<file path="src/rtl/ctl3w_pkg.sv">
package ctl3w_pkg;

  // Serial word geometry
  localparam int WORD_W   = 16;
  localparam int ATT_W    = 8;
  localparam int ADDR_W   = 3;
  localparam int ADDR_LSB = ATT_W + 1;          // address sits just above the load bit
  localparam int KEEP_W   = ADDR_LSB + ADDR_W;  // only the low bits of a word matter
  localparam int NCH      = 2;

  // Register select codes
  localparam logic [ADDR_W-1:0] SEL_ATT_L = 3'b000;
  localparam logic [ADDR_W-1:0] SEL_ATT_R = 3'b001;
  localparam logic [ADDR_W-1:0] SEL_CTRL  = 3'b010;
  localparam logic [ADDR_W-1:0] SEL_FMT   = 3'b011;
  localparam logic [ADDR_W-1:0] SEL_EXT   = 3'b110;

  typedef struct packed {
    logic       mute;
    logic       deemph;
    logic       fzero;
    logic [1:0] wlen;
  } ctrl_t;

  typedef struct packed {
    logic       i2s;
    logic       wpol;
    logic       common;
    logic       slow;
    logic       rev;
    logic [1:0] rate;
    logic       zdet;
  } fmt_t;

  typedef struct packed {
    logic [1:0] diff;
    logic       cld;
  } ext_t;

endpackage

</file>
<file path="src/rtl/ctl3w_sync.sv">
module ctl3w_sync #(
  parameter int              WIDTH   = 4,
  parameter int              STAGES  = 2,
  parameter logic [WIDTH-1:0] RST_VAL = '0
) (
  input  logic             clk,
  input  logic             rst_n,
  input  logic [WIDTH-1:0] d,
  output logic [WIDTH-1:0] q
);

  logic [STAGES-1:0][WIDTH-1:0] stg;

  always_ff @(posedge clk or negedge rst_n) begin
    if (!rst_n) begin
      for (int s = 0; s < STAGES; s++) stg[s] <= RST_VAL;
    end else begin
      stg[0] <= d;
      for (int s = 1; s < STAGES; s++) stg[s] <= stg[s-1];
    end
  end

  assign q = stg[STAGES-1];

endmodule

</file>
<file path="src/rtl/ctl3w_shift.sv">
module ctl3w_shift #(
  parameter int WORD_W = 16,
  parameter int KEEP_W = 12
) (
  input  logic              clk,
  input  logic              rst_n,
  input  logic              sck,
  input  logic              sdi,
  input  logic              lat,
  input  logic              csn,
  input  logic              ready,
  output logic              commit,
  output logic [KEEP_W-1:0] word
);

  // Counter must reach WORD_W and still have a distinct saturated value
  localparam int               CNT_W    = $clog2(WORD_W + 2);
  localparam logic [CNT_W-1:0] CNT_FULL = CNT_W'(WORD_W);
  localparam logic [CNT_W-1:0] CNT_SAT  = '1;

  logic              sck_q, lat_q;
  logic              sck_rise, lat_rise;
  logic [CNT_W-1:0]  cnt;
  logic [KEEP_W-1:0] sh;

  assign sck_rise = sck & ~sck_q;
  assign lat_rise = lat & ~lat_q;

  always_ff @(posedge clk or negedge rst_n) begin
    if (!rst_n) begin
      sck_q <= 1'b0;
      lat_q <= 1'b0;
      cnt   <= '0;
      sh    <= '0;
    end else begin
      sck_q <= sck;
      lat_q <= lat;
      if (csn || lat_rise) begin
        cnt <= '0;
      end else if (sck_rise) begin
        // upper word bits fall off the top: they carry nothing
        sh <= {sh[KEEP_W-2:0], sdi};
        if (cnt != CNT_SAT) cnt <= cnt + 1'b1;
      end
    end
  end

  assign commit = lat_rise & ~csn & ready & (cnt == CNT_FULL);
  assign word   = sh;

endmodule

</file>
<file path="src/rtl/ctl3w_regs.sv">
module ctl3w_regs
  import ctl3w_pkg::*;
(
  input  logic                      clk,
  input  logic                      rst_n,
  input  logic                      commit,
  input  logic [KEEP_W-1:0]         word,
  output logic [NCH-1:0][ATT_W-1:0] att_stg,
  output logic [NCH-1:0][ATT_W-1:0] att_live,
  output ctrl_t                     ctrl,
  output fmt_t                      fmt,
  output ext_t                      ext,
  output logic                      ext_open
);

  logic [ADDR_W-1:0] addr;
  logic              load_bit;
  logic              att_sel;
  logic              load_wr;
  logic              key_hit;

  assign addr     = word[ADDR_LSB +: ADDR_W];
  assign load_bit = word[ATT_W];
  assign att_sel  = (addr < ADDR_W'(NCH));
  assign load_wr  = commit & att_sel & load_bit;
  assign key_hit  = &word[8:5];

  // One staged/live pair per channel; channel index equals its address
  genvar ch;
  generate
    for (ch = 0; ch < NCH; ch++) begin : g_chan
      logic             hit;
      logic [ATT_W-1:0] stg_q, live_q;

      assign hit = commit && (addr == ADDR_W'(ch));

      always_ff @(posedge clk or negedge rst_n) begin
        if (!rst_n) begin
          stg_q  <= '1;
          live_q <= '1;
        end else begin
          if (hit) stg_q <= word[ATT_W-1:0];
          if (load_wr) live_q <= hit ? word[ATT_W-1:0] : stg_q;
        end
      end

      assign att_stg[ch]  = stg_q;
      assign att_live[ch] = live_q;
    end
  endgenerate

  always_ff @(posedge clk or negedge rst_n) begin
    if (!rst_n) begin
      ctrl     <= '0;
      fmt      <= '0;
      ext      <= '0;
      ext_open <= 1'b0;
    end else if (commit) begin
      case (addr)
        SEL_CTRL: begin
          ctrl.mute   <= word[0];
          ctrl.deemph <= word[1];
          ctrl.fzero  <= word[2];
          ctrl.wlen   <= word[4:3];
          if (key_hit) ext_open <= 1'b1;
        end
        SEL_FMT: begin
          fmt.i2s    <= word[0];
          fmt.wpol   <= word[1];
          fmt.common <= word[2];
          fmt.slow   <= word[3];
          fmt.rev    <= word[4];
          fmt.rate   <= word[7:6];
          fmt.zdet   <= word[8];
        end
        SEL_EXT: begin
          if (ext_open) begin
            ext.diff <= word[5:4];
            ext.cld  <= word[6];
          end
        end
        default: ;
      endcase
    end
  end

endmodule

</file>
<file path="src/rtl/ctl3w_regfile.sv">
module ctl3w_regfile
  import ctl3w_pkg::*;
#(
  parameter int SYNC_STAGES = 2
) (
  input  logic             clk,
  input  logic             rst_n,
  input  logic             dev_ready,
  input  logic             cfg_csn,
  input  logic             cfg_sck,
  input  logic             cfg_sdi,
  input  logic             cfg_latch,
  output logic [ATT_W-1:0] att_left_staged,
  output logic [ATT_W-1:0] att_right_staged,
  output logic [ATT_W-1:0] att_left_live,
  output logic [ATT_W-1:0] att_right_live,
  output logic             mute_req,
  output logic             deemph_on,
  output logic             force_zero,
  output logic [1:0]       word_len_sel,
  output logic             fmt_i2s,
  output logic             wclk_invert,
  output logic             att_common,
  output logic             slow_rolloff,
  output logic             phase_invert,
  output logic [1:0]       deemph_rate,
  output logic             zero_detect_en,
  output logic [1:0]       diff_mode,
  output logic             clkloss_det_off
);

  logic                      csn_s, lat_s, sck_s, sdi_s;
  logic                      wr_commit;
  logic [KEEP_W-1:0]         wr_word;
  logic [NCH-1:0][ATT_W-1:0] att_stg, att_live;
  ctrl_t                     ctrl;
  fmt_t                      fmt;
  ext_t                      ext;
  logic                      ext_open;

  // select idles high so reset never looks like an active frame
  ctl3w_sync #(.WIDTH(4), .STAGES(SYNC_STAGES), .RST_VAL(4'b1000)) u_sync (
    .clk   (clk),
    .rst_n (rst_n),
    .d     ({cfg_csn, cfg_latch, cfg_sck, cfg_sdi}),
    .q     ({csn_s, lat_s, sck_s, sdi_s})
  );

  ctl3w_shift #(.WORD_W(WORD_W), .KEEP_W(KEEP_W)) u_shift (
    .clk    (clk),
    .rst_n  (rst_n),
    .sck    (sck_s),
    .sdi    (sdi_s),
    .lat    (lat_s),
    .csn    (csn_s),
    .ready  (dev_ready),
    .commit (wr_commit),
    .word   (wr_word)
  );

  ctl3w_regs u_regs (
    .clk      (clk),
    .rst_n    (rst_n),
    .commit   (wr_commit),
    .word     (wr_word),
    .att_stg  (att_stg),
    .att_live (att_live),
    .ctrl     (ctrl),
    .fmt      (fmt),
    .ext      (ext),
    .ext_open (ext_open)
  );

  assign att_left_staged  = att_stg[0];
  assign att_right_staged = att_stg[1];
  assign att_left_live    = att_live[0];
  assign att_right_live   = att_live[1];

  assign mute_req     = ctrl.mute;
  assign deemph_on    = ctrl.deemph;
  assign force_zero   = ctrl.fzero;
  assign word_len_sel = ctrl.wlen;

  assign fmt_i2s        = fmt.i2s;
  assign wclk_invert    = fmt.wpol;
  assign att_common     = fmt.common;
  assign slow_rolloff   = fmt.slow;
  assign phase_invert   = fmt.rev;
  assign deemph_rate    = fmt.rate;
  assign zero_detect_en = fmt.zdet;

  assign diff_mode       = ext.diff;
  assign clkloss_det_off = ext.cld;

endmodule

</file>
<file path="config.mk">
export PLATFORM = sky130hd
export DESIGN_NAME = ctl3w_regfile
export DESIGN_NICKNAME = d
export VERILOG_FILES = /design/src/rtl/ctl3w_pkg.sv /design/src/rtl/ctl3w_sync.sv /design/src/rtl/ctl3w_shift.sv /design/src/rtl/ctl3w_regs.sv /design/src/rtl/ctl3w_regfile.sv
export SDC_FILE = /design/constraint.sdc
export NUM_CORES = 1
export LEC_CHECK = 0
export BUFFER_PORTS_ARGS = -buffer_cell sky130_fd_sc_hd__clkbuf_2
export CAP_MARGIN = 20
export CELL_PAD_IN_SITES_DETAIL_PLACEMENT = 0
export CELL_PAD_IN_SITES_GLOBAL_PLACEMENT = 1
export CORE_ASPECT_RATIO = 0.9
export CORE_MARGIN = 5
export CORE_UTILIZATION = 41
export DETAILED_ROUTE_END_ITERATION = 6
export GPL_ROUTABILITY_DRIVEN = 0
export PLACE_DENSITY = 0.8
export SLEW_MARGIN = 20
export SYNTH_ARGS = -nofsm -noshare
export SYNTH_HDL_FRONTEND = slang
export SYNTH_SLANG_ARGS = --single-unit
</file>
<file path="constraint.sdc">
create_clock -name clk -period 1.9 [get_ports clk]
set_input_delay 0.38 -clock clk [delete_from_list [all_inputs] [get_ports clk]]
set_output_delay 0.38 -clock clk [all_outputs]
set_load 0.005 [all_outputs]
</file>
==> flow_summary.yaml <==
power:
  areal_power_density_over_the_cells_nw_per_um2: 869.2
  peak_vdd_ir_mv: 0.4592
  power.leakage_nw: 1.879
cells_and_area:
  final-seq-area_um2: 1944
  filler_cell_count: 691
  combined_area_of_the_multi_input_logic_cells_um2: 1204
  ant_diodes: 0
  ratio_of_cells_with_drive_above_1_in_the_final_layout: 0.6942
  fin_cells: 374
  mostFrequentLayoutCell: "sky130_fd_sc_hd__mux2_2"
  area_growth_syn_to_layout_pct: 22.11
  finish.net_count: 283
  most_used_cells_in_the_layout_excluding_fill_and_tap_cells: "59 x sky130_fd_sc_hd__mux2_2, 53 x sky130_fd_sc_hd__clkbuf_2, 42 x sky130_fd_sc_hd__dfrtp_1"
logic_synthesis:
  yosysTopAreaCellShare: 0.3286
  netlist-cell-type-count: 34
  post_synth_inst_count: 203
  ys_seq_elements: 76
  synth_area_um2: 3198
  synth_area_per_cell_um2: 15.75
  netlist_top_cells_area: "sky130_fd_sc_hd__dfrtp_1 33%, sky130_fd_sc_hd__dfstp_2 28%, sky130_fd_sc_hd__mux2_2 21%"
  yosysSeqAreaShare: 0.6080
  yosys_warnings: 0
  synth.net_count: 213
  yosys.area.top_type: "sky130_fd_sc_hd__dfrtp_1"
sta:
  relSlewSlack: 0.7604
  hold-worst-slack_ps: 122.0
  report.final.slew_viol_count: 0
  worst_pin_slew_ps: 358.7
  fin_tns_setup_ps: 0
  finalCriticalPeriod_ps: 1886
  hold_violations: 0
  rsz_0062_raised_after_global_routing: "true"
  skew_ps: 11.27
  final_cycle_utilization_of_the_critical_path: 0.9927
  setup_viol: 0
  timing.fmax_mhz: 530.2
clock_network:
  clock_input_transition_at_the_sequential_cells_of_the_worst_setup_and_hold_paths_ps: 70
  clock_tree.buffer_depth: 2
  tritoncts_num_sinks: 76
  cts_made_buffers: 9
  cts.htree.levels: 3
  cts_root_cell: "sky130_fd_sc_hd__clkbuf_8"
  tritoncts: "done"
  insertion_delay_ps: 340
drt:
  route.detailed.wl_per_inst_um: 15.96
  drt-total-wl_um: 5970
  route.antenna.remaining_nets: 0
  drc_errors: 0
  dr_total_vias: 1851
  drt_iter0_markers: 43
  detailedRoute.firstPassIterationCount: 4
  drt-vias-per-instance: 4.949
place:
  total_of_buffers_placed_on_input_and_output_ports: 54
  numPlacedInstances: 354
  hpwl_um: 4108
grt:
  gr_util_all_layers: 0.1353
  largest_net_degree_at_the_start_of_global_routing: 51
  grt.overflow.total: 0
  grt_pass1_vias: 1965
  grt_pass1_wl_um: 10050
  antenna_found_initial: 0
floorplanning:
  die-area_um2: 9669
  core_area_um2: 7582
  pin_count: 55
  die_height_um: 93.79
  die_width_um: 103.1
  floorplan.initialDensity: 0.4218
  row_count: 30
min_path:
  worst_hold_path_type: "in2reg"
setup_path:
  req_time_crit_path_ps: 2170
  cp-start-kind: "register"
  critPathArrivalTime_ps: 2160
  path_class: "reg2reg"
  worst_setup_path_end_kind: "register"
  highest_fanout_seen_on_the_critical_path: 4
run_status:
  outcome: "complete, no violations"
flow_run:
  timing.max_cap.violations: 0
==> metal layers <==
layer  global-route usage  vias up  routed length [um]
li1                     -      873                   -
met5                    0        -                   0
met1               0.1794      930                2756
met2               0.2083       43                2788
met3              0.05048        5                 357
met4              0.03560        0                  68
==> cell usage after synthesis (all sizes together) <==
master,n
nor3b,2
and2,2
and4b,2
inv,4
clkbuf,1
o21ai,1
a21o,2
nor2b,1
nor2,2
and3,1
nand4,1
and4,2
nor3,1
and4bb,2
or3,1
mux2,76
xnor2,1
nand2,6
ha,3
nand3,3
dfrtp,42
nor4bb,1
buf,6
or3b,1
a21oi,4
dfstp,34
a2111oi,1
==> critical path, cell delays in order, from the launching register on <==
cell and delay (ps):
sky130_fd_sc_hd__dfrtp_1 420, sky130_fd_sc_hd__ha_2 200, sky130_fd_sc_hd__and3_1 180, sky130_fd_sc_hd__ha_2 170, sky130_fd_sc_hd__or3b_4 370, sky130_fd_sc_hd__or3_4 370, sky130_fd_sc_hd__a21oi_2 110
==> area by class of cell <==
class	count	share of cell area
Clock buffer	12	0.03717
Inverter	4	0.003845
Timing Repair Buffer	66	0.1032
Clock inverter	4	0.01890
Multi-Input combinational cell	116	0.3082
Tap cell	96	0.03076
Sequential cell	76	0.4979
==> power breakdown <==
| group | switching, mW | internal (mW) |
|---|---|---|
| Combinational | 0.0821 | 0.126 |
| Sequential | 0.154 | 1.70 |
| Clock | 0.558 | 0.777 |
| Total | 0.794 | 2.60 |
==> final timing paths <==
path	from	cells past startpoint	slack (ps)	endpoint
worst max-delay path	u_shift.cnt[0]$_DFFE_PN0P_	6	10	u_shift.cnt[3]$_DFFE_PN0P_
worst min-delay path	cfg_csn	1	120	u_sync.stg[3]$_DFF_PN1_
worst max register to register	u_shift.cnt[0]$_DFFE_PN0P_	6	10	u_shift.cnt[3]$_DFFE_PN0P_
worst min register to register	u_sync.stg[2]$_DFF_PN0_	0	350	u_sync.q[2]$_DFF_PN0_
max in group asynchronous	rst_n	3	760	u_regs.g_chan[1].live_q[6]$_DFFE_PN1P_
min in group asynchronous	rst_n	2	500	u_shift.cnt[2]$_DFFE_PN0P_
==> timing repair <==
item	4_1_cts	5_1_grt
hold buffers	1	0
resized for setup	1	5
gates cloned	0	0
endpoints found under the hold margin	15	0
pin swaps	2	2
buffers inserted	0	3
endpoints found under the setup margin	1	26
==> through the flow <==
| step | setup WS (ps) | area (um2) | utilization | total power [mW] |
|---|---|---|---|---|
| 2_1_floorplan | 22.31 | 3201 | - | 1.955 |
| 3_3_place_gp | 35.29 | 3613 | 0.4766 | 2.079 |
| 3_5_place_dp | -29.79 | 3613 | 0.4766 | 2.091 |
| 4_1_cts | 14.58 | 3845 | 0.5071 | 3.452 |
| 5_1_grt | -59.98 | 3905 | 0.5150 | 3.573 |
| 6_report | 13.78 | 3905 | 0.5150 | 3.394 |
==> kinds of logic (layout without fill, tap and decap cells) <==
logic type	count (synthesis)	after routing	share of synthesized area
flip-flops	76	76	0.6080
multiplexers	76	76	0.2793
buffers and inverters	11	86	0.02112
adder cells (fa/ha/maj)	3	3	0.01174
AO/OA/AOI/OAI	8	8	0.01721
AND/OR/NAND/NOR	28	28	0.05986
XOR/XNOR	1	1	0.002739
==> state kept, by name (all words and copies together), names as in the netlist <==
| name | count |
|---|---|
| u_regs.g_chan.live_q | 16 |
| u_regs.g_chan.stg_q | 16 |
| u_shift.word | 12 |
| u_regs.fmt | 8 |
| u_regs.ctrl | 5 |
| u_shift.cnt | 5 |
| u_sync.q | 4 |
| u_sync.stg | 4 |
| u_regs.ext | 3 |
| u_regs.ext_open | 1 |
| u_shift.lat_q | 1 |
| u_shift.sck_q | 1 |
(Power assumes the default switching activity.)
